<file path="src/rtl/sbf_pkg.sv">
package sbf_pkg;

  typedef enum logic [1:0] {
    FS_IDLE   = 2'd0,
    FS_SETUP  = 2'd1,
    FS_STROBE = 2'd2,
    FS_HOLD   = 2'd3
  } feed_state_e;

  function automatic int max3(input int a, input int b, input int c);
    int m;
    m = (a > b) ? a : b;
    return (m > c) ? m : c;
  endfunction

endpackage

</file>
<file path="src/rtl/sbf_sync.sv">
module sbf_sync #(
  parameter int   WIDTH     = 2,
  parameter logic RESET_VAL = 1'b1
) (
  input  logic             clk,
  input  logic             rst_n,
  input  logic [WIDTH-1:0] async_i,
  output logic [WIDTH-1:0] sync_o
);

  for (genvar g = 0; g < WIDTH; g++) begin : g_bit
    logic meta_q;
    logic stable_q;

    always_ff @(posedge clk or negedge rst_n) begin
      if (!rst_n) begin
        meta_q   <= RESET_VAL;
        stable_q <= RESET_VAL;
      end else begin
        meta_q   <= async_i[g];
        stable_q <= meta_q;
      end
    end

    assign sync_o[g] = stable_q;
  end

endmodule

</file>
<file path="src/rtl/sbf_pulse.sv">
module sbf_pulse #(
  parameter int PULSE_CLKS = 4
) (
  input  logic clk,
  input  logic rst_n,
  input  logic req_i,
  output logic busy_o
);

  localparam int CNT_W = $clog2(PULSE_CLKS + 1);

  logic [CNT_W-1:0] cnt_q;
  logic [CNT_W-1:0] cnt_d;

  always_comb begin
    cnt_d = cnt_q;
    if (req_i) begin
      cnt_d = CNT_W'(PULSE_CLKS);
    end else if (cnt_q != '0) begin
      cnt_d = cnt_q - 1'b1;
    end
  end

  always_ff @(posedge clk or negedge rst_n) begin
    if (!rst_n) begin
      cnt_q <= '0;
    end else begin
      cnt_q <= cnt_d;
    end
  end

  assign busy_o = (cnt_q != '0);


  pulse_load_chk: assert property (@(posedge clk) disable iff (!rst_n)
    req_i |=> (cnt_q == CNT_W'(PULSE_CLKS)));


  no_overflow_chk: assert property (@(posedge clk) disable iff (!rst_n)
    cnt_q <= CNT_W'(PULSE_CLKS));

endmodule

</file>
<file path="src/rtl/sbf_seq.sv">
module sbf_seq
  import sbf_pkg::*;
#(
  parameter int DATA_W      = 8,
  parameter int SETUP_CLKS  = 2,
  parameter int STROBE_CLKS = 3,
  parameter int HOLD_CLKS   = 2
) (
  input  logic              clk,
  input  logic              rst_n,
  input  logic              req_s_i,
  input  logic              lstart_s_i,
  input  logic              abort_i,
  input  logic [DATA_W-1:0] src_data_i,
  input  logic              src_sol_i,
  input  logic              src_valid_i,
  output logic              src_ready_o,
  output logic [DATA_W-1:0] bus_o,
  output logic              strobe_o
);

  localparam int CNT_MAX = max3(SETUP_CLKS, STROBE_CLKS, HOLD_CLKS);
  localparam int CNT_W   = $clog2(CNT_MAX + 1);
  localparam int LOW_W   = $clog2(STROBE_CLKS + 1);

  feed_state_e       state_q, state_d;
  logic [CNT_W-1:0]  cnt_q, cnt_d;
  logic              armed_q, armed_d;
  logic [DATA_W-1:0] bus_q;
  logic              strobe_q;
  logic              accept;
  logic              line_ok;

  assign line_ok     = !src_sol_i || lstart_s_i;
  assign src_ready_o = (state_q == FS_IDLE) && armed_q && req_s_i && line_ok && !abort_i;
  assign accept      = src_valid_i && src_ready_o;

  always_comb begin
    state_d = state_q;
    cnt_d   = cnt_q;
    if (abort_i) begin
      state_d = FS_IDLE;
      cnt_d   = '0;
    end else begin
      case (state_q)
        FS_IDLE: begin
          if (accept) begin
            state_d = FS_SETUP;
            cnt_d   = CNT_W'(SETUP_CLKS - 1);
          end
        end
        FS_SETUP: begin
          if (cnt_q == '0) begin
            state_d = FS_STROBE;
            cnt_d   = CNT_W'(STROBE_CLKS - 1);
          end else begin
            cnt_d = cnt_q - 1'b1;
          end
        end
        FS_STROBE: begin
          if (cnt_q == '0) begin
            state_d = FS_HOLD;
            cnt_d   = CNT_W'(HOLD_CLKS - 1);
          end else begin
            cnt_d = cnt_q - 1'b1;
          end
        end
        default: begin
          if (cnt_q == '0) begin
            state_d = FS_IDLE;
          end else begin
            cnt_d = cnt_q - 1'b1;
          end
        end
      endcase
    end
  end

  always_comb begin
    armed_d = armed_q;
    if (accept) begin
      armed_d = 1'b0;
    end else if (abort_i || !req_s_i) begin
      armed_d = 1'b1;
    end
  end

  always_ff @(posedge clk or negedge rst_n) begin
    if (!rst_n) begin
      state_q  <= FS_IDLE;
      cnt_q    <= '0;
      armed_q  <= 1'b1;
      strobe_q <= 1'b0;
    end else begin
      state_q  <= state_d;
      cnt_q    <= cnt_d;
      armed_q  <= armed_d;
      strobe_q <= (state_d == FS_STROBE);
    end
  end

  always_ff @(posedge clk or negedge rst_n) begin
    if (!rst_n) begin
      bus_q <= '0;
    end else if (accept) begin
      bus_q <= src_data_i;
    end
  end

  assign bus_o    = bus_q;
  assign strobe_o = strobe_q;

  // Checker-only count of strobe cycles
  logic [LOW_W-1:0] low_cnt_q;
  always_ff @(posedge clk or negedge rst_n) begin
    if (!rst_n) begin
      low_cnt_q <= '0;
    end else if (strobe_q) begin
      low_cnt_q <= low_cnt_q + 1'b1;
    end else begin
      low_cnt_q <= '0;
    end
  end


  strobe_short_chk: assert property (@(posedge clk) disable iff (!rst_n)
    strobe_q |-> (low_cnt_q < LOW_W'(STROBE_CLKS)));


  strobe_full_chk: assert property (@(posedge clk) disable iff (!rst_n)
    ($past(strobe_q) && !strobe_q && !$past(abort_i)) |->
      ($past(low_cnt_q) == LOW_W'(STROBE_CLKS - 1)));


  bus_stable_chk: assert property (@(posedge clk) disable iff (!rst_n)
    ((state_q != FS_IDLE) && $past(state_q != FS_IDLE)) |-> $stable(bus_q));


  one_per_req_chk: assert property (@(posedge clk) disable iff (!rst_n)
    accept |=> !src_ready_o);


  line_gate_chk: assert property (@(posedge clk) disable iff (!rst_n)
    (accept && src_sol_i) |-> lstart_s_i);

endmodule

</file>
<file path="src/rtl/strip_byte_feeder.sv">
module strip_byte_feeder #(
  parameter int DATA_W      = 8,
  parameter int SETUP_CLKS  = 2,
  parameter int STROBE_CLKS = 3,
  parameter int HOLD_CLKS   = 2,
  parameter int RESET_CLKS  = 4
) (
  input  logic              clk,
  input  logic              rst_n,
  input  logic [DATA_W-1:0] src_data,
  input  logic              src_sol,
  input  logic              src_valid,
  output logic              src_ready,
  input  logic              rec_reset_req,
  output logic [DATA_W-1:0] rec_data,
  output logic              rec_latch_n,
  input  logic              rec_req_n,
  input  logic              rec_linestart_n,
  output logic              rec_rst_n
);

  localparam int SYNC_W = 2;

  logic [1:0]        rst_pipe_q;
  logic              rst_int_n;
  logic [SYNC_W-1:0] raw_in;
  logic [SYNC_W-1:0] synced;
  logic              req_s;
  logic              lstart_s;
  logic              pulse_busy;
  logic              abort;
  logic              strobe;

  always_ff @(posedge clk or negedge rst_n) begin
    if (!rst_n) begin
      rst_pipe_q <= '0;
    end else begin
      rst_pipe_q <= {rst_pipe_q[0], 1'b1};
    end
  end
  assign rst_int_n = rst_pipe_q[1];

  assign raw_in = {rec_linestart_n, rec_req_n};

  sbf_sync #(
    .WIDTH     (SYNC_W),
    .RESET_VAL (1'b1)
  ) u_sync (
    .clk     (clk),
    .rst_n   (rst_int_n),
    .async_i (raw_in),
    .sync_o  (synced)
  );

  assign req_s    = ~synced[0];
  assign lstart_s = ~synced[1];

  sbf_pulse #(
    .PULSE_CLKS (RESET_CLKS)
  ) u_pulse (
    .clk    (clk),
    .rst_n  (rst_int_n),
    .req_i  (rec_reset_req),
    .busy_o (pulse_busy)
  );

  assign abort = rec_reset_req || pulse_busy;

  sbf_seq #(
    .DATA_W      (DATA_W),
    .SETUP_CLKS  (SETUP_CLKS),
    .STROBE_CLKS (STROBE_CLKS),
    .HOLD_CLKS   (HOLD_CLKS)
  ) u_seq (
    .clk         (clk),
    .rst_n       (rst_int_n),
    .req_s_i     (req_s),
    .lstart_s_i  (lstart_s),
    .abort_i     (abort),
    .src_data_i  (src_data),
    .src_sol_i   (src_sol),
    .src_valid_i (src_valid),
    .src_ready_o (src_ready),
    .bus_o       (rec_data),
    .strobe_o    (strobe)
  );

  assign rec_latch_n = ~strobe;
  assign rec_rst_n   = ~pulse_busy;


  reset_quiet_chk: assert property (@(posedge clk) disable iff (!rst_int_n)
    !rec_rst_n |-> (rec_latch_n && !src_ready));


  req_gate_chk: assert property (@(posedge clk) disable iff (!rst_int_n)
    src_ready |-> $past(!rec_req_n, 2));

endmodule

</file>
<file path="config.mk">
export PLATFORM = sky130hd
export DESIGN_NAME = strip_byte_feeder
export DESIGN_NICKNAME = d
export VERILOG_FILES = /design/src/rtl/sbf_pkg.sv /design/src/rtl/sbf_sync.sv /design/src/rtl/sbf_pulse.sv /design/src/rtl/sbf_seq.sv /design/src/rtl/strip_byte_feeder.sv
export SDC_FILE = /design/constraint.sdc
export NUM_CORES = 1
export LEC_CHECK = 0
export ABC_AREA = 1
export BUFFER_PORTS_ARGS = -buffer_cell sky130_fd_sc_hd__buf_2
export CORE_MARGIN = 3
export CORE_UTILIZATION = 40
export DETAILED_ROUTE_END_ITERATION = 10
export MAX_ROUTING_LAYER = met4
export PLACE_DENSITY = 0.74
export SETUP_SLACK_MARGIN = 0.4
export SLEW_MARGIN = 20
export SYNTH_ARGS = -nofsm -noshare
export SYNTH_HDL_FRONTEND = slang
export SYNTH_SLANG_ARGS = --single-unit
</file>
<file path="constraint.sdc">
create_clock -name clk -period 1 [get_ports clk]
set_input_delay 0.1 -clock clk [delete_from_list [all_inputs] [get_ports clk]]
set_output_delay 0.1 -clock clk [all_outputs]
set_load 0.005 [all_outputs]
</file>
==> flow_summary.toml <==
[status]
status = "finished with violations"
violations = "hold timing, setup timing"

[cts]
cts_hold_buf = 3
cts-htree-levels = 1
clock-sinks = 23
numCtsBuffers = 3
cts_tree = "built"
cts.reportedPaths.clkPinSlew_ns = 0.13
clock_latency_ns = 0.31
cts_max_path_buffers = 2
clock_tree.root_cell = "clkbuf_4"

[detailed_routing]
routed-wl-met3_um = 83
ant_nets = 0
routed_wl_um = 2600
dr_wl_met2_um = 1400
dr.max_layer_used = "met4"
drc = 0
drtIter0Drc = 8
wl_met1_um = 1110
firstDrtPassIters = 4
routed_via_density = 4.67
wire_per_inst_um = 12.5
via_count = 971

[placement]
place_area_um2 = 1340
hpwlAfterDp_um = 1460
place_congestion = 0.881
pre_cts_ws_ns = -0.420
io_buffers = 25
dp.cells = 180

[timing]
rsz0062_at_grt = "true"
setup_viol = 19
final_max_slew_viol_count = 0
clock_skew_ns = 0.00403
worst_hold_slack_ns = -0.0322
hold_violations = 1
post-route-period-util = 1.52
fin_crit_ns = 1.52
setup_ws_ns = -0.516
maxClockFrequency_mhz = 660

[finish]
drive_gt1_frac = 0.545
post-route-util = 0.668
layoutNonFillerInstCount = 208
final_area_um2 = 1670
nets = 199
syn2layout_area_growth_pct = 56.8
diodes = 0

[power_and_ir_drop]
leakage_nw = 0.882
swShare = 0.332
p_int_w = 0.00223
clkPwrFrac = 0.128
p_switching_w = 0.00110
sequentialPowerShare = 0.398
power_density_nw_per_um2 = 2000
ir_worst_vdd_mv = 1.60
p_comb_frac = 0.474

[yosys]
ys_ff_latch = 23
ys.flop_type = "dfrtp_1"
synth_fp_nets = 132
ys_top_cells_by_area = "dfrtp_1, dfstp_2, inv_1"
synth_top_area_share = 0.423
netlist-cell-type-count = 25
yosysWarnings = 0
ys_async_sr_fraction = 1.00
yosysTopAreaCell = "dfrtp_1"
avgSynthCellArea_um2 = 9.51
synth-edff-count = 0
seq_area_frac_synth = 0.546
synth_area_um2 = 1060
syn_inst = 112

[hold_path]
worstHoldStart = "rec_reset_req"
hold_path.class = "in -> reg"
hold_depth = 2
hold_path_end = "u_pulse.cnt_q[1]"

[critical_path]
critPathRequiredTime_ns = 1.20
path_buf_inv = 4
critPathLaunchType = "flip-flop"
end_kind = "flip-flop"
r2r_slack_ns = -0.52
path_cells = "inv_2 > ha_4 > nand3_4 > nor2_4 > buf_4 > nand3_4 > buf_12 > buf_12 > nand2_1 > o21ai_1"
path_max_fanout = 8
worstPathArrival_ns = 1.72
r2r_cells = 10
r2r-end = "u_seq.bus_o[3]"
slowest_stage = "dfrtp_1"
crit_path_max_incr_delay_ns = 0.42
critPathTopFamily = "buffers and inverters"
critPathKind = "reg -> reg"
r2r-start = "u_pulse.cnt_q[1]"

[global_route]
grt_pass1_wl_um = 4130
grtUsageTotal = 0.166
grt.overflow.total = 0
antenna_found_initial = 0
grt_max_degree = 22
first_global_vias = 943

[die]
dieArea_um2 = 3320
core_area_um2 = 2500
die_width_um = 57.6
io_pins = 26
fp.dieH_um = 57.6
initial_core_util = 0.426
num_rows = 18

[flow_run]
maxCapViolations = 0
[worst register-to-register path, cell delays in order (launching register included)]
cell and delay [ns]:
dfrtp_1 0.42, inv_2 0.08, ha_4 0.14, nand3_4 0.07
nor2_4 0.09, buf_4 0.12, nand3_4 0.10, buf_12 0.15
buf_12 0.12, nand2_1 0.06, o21ai_1 0.07
[logic make-up (layout without fill, tap and decap cells)]
kind of cell    count (synthesis)  in the layout  synth area share
fa+ha+maj                       5              5            0.0588
buf+inv                        24             90            0.0987
flops                          23             23             0.546
compound gates                 16             16            0.0787
xor+xnor                        1              1           0.00823
simple gates                   42             42             0.206
other cells                     1              1           0.00352
[what timing repair did]
item / in CTS / in global routing
hold endpoints to repair: 5 / 2
pin swaps: 6 / 5
cloned: 1 / 0
setup endpoints to repair: 28 / 50
resized for setup: 16 / 7
setup buffers: 16 / 4
[metal layers]
metal	track usage	up-vias
met3	0.0294	2
met5	-	-
met1	0.200	464
met2	0.287	25
met4	0.0397	0
li1	-	480
[cell type report]
type,instances,area (um2)
Timing Repair Buffer,64,485
Tap cell,30,37.5
Fill cell,172,831
Clock inverter,1,5.00
Sequential cell,23,586
Multi-Input combinational cell,65,448
Clock buffer,3,22.5
Inverter,22,85.1
[synth_stat cells, types with 2 or more instances]
library cell   n
buf_6          2
nand3_1        8
inv_2          4
dfrtp_1       18
or2_2          2
o21ai_0        7
dfstp_2        5
o21ai_1        5
nand2_2        2
inv_1         18
nand2_1       18
a21oi_1        2
ha_1           5
nor2_1         5
[cells in the final DEF, fill, tap and decap left out, types with 3 or more instances in the layout]
cell type,netlist,routed
dlygate4sd3_1,0,3
nand2_2,2,4
buf_2,0,25
nor2_1,5,4
clkbuf_4,0,3
buf_4,0,29
dfstp_2,5,5
buf_6,2,4
nand3_1,8,8
nand2_1,18,16
o21ai_1,5,9
inv_2,4,6
ha_1,5,3
dfrtp_1,18,17
inv_1,18,15
[sequential cells by signal (all words and copies together), names as in the netlist, 2 cells and up]
name / flops
u_sync.g_bit.stable_q: 2
u_pulse.cnt_q: 3
u_seq.cnt_q: 2
rst_pipe_q: 2
u_seq.bus_o: 8
u_seq.state_q: 2
u_sync.g_bit.meta_q: 2
[worst max-delay path by stage]
stage | endpoint | slack [ns] | startpoint | cells past startpoint
floorplan | u_seq.cnt_q[1] | -0.35 | u_pulse.cnt_q[1] | 10
global placement | u_seq.bus_o[3] | -0.36 | u_pulse.cnt_q[1] | 8
detailed placement | u_seq.bus_o[0] | -0.42 | u_pulse.cnt_q[1] | 8
CTS | src_ready | -0.48 | u_pulse.cnt_q[0] | 7
global route | src_ready | -0.63 | u_pulse.cnt_q[1] | 7
finish | u_seq.bus_o[3] | -0.52 | u_pulse.cnt_q[1] | 10
[power groups by stage]
| stage | Combinational [W] | Sequential, W | Clock [W] |
|---|---|---|---|
| final | 0.00158 | 0.00133 | 0.000426 |
| after global routing | 0.00172 | 0.00136 | 0.000474 |
| after CTS | 0.00137 | 0.00131 | 0.000422 |
| after detailed placement | 0.000917 | 0.00134 | 0 |
| after global placement | 0.000870 | 0.00132 | 0 |
| after floorplan | 0.000466 | 0.00134 | 0 |
[metrics by stage]
stage / power (W) / setup TNS, ns
floorplan: 0.00180 / -3.53
global placement: 0.00219 / -4.65
detailed placement: 0.00225 / -5.62
CTS: 0.00310 / -7.36
global route: 0.00355 / -9.72
finish: 0.00333 / -8.02
(Power assumes the default switching activity.)
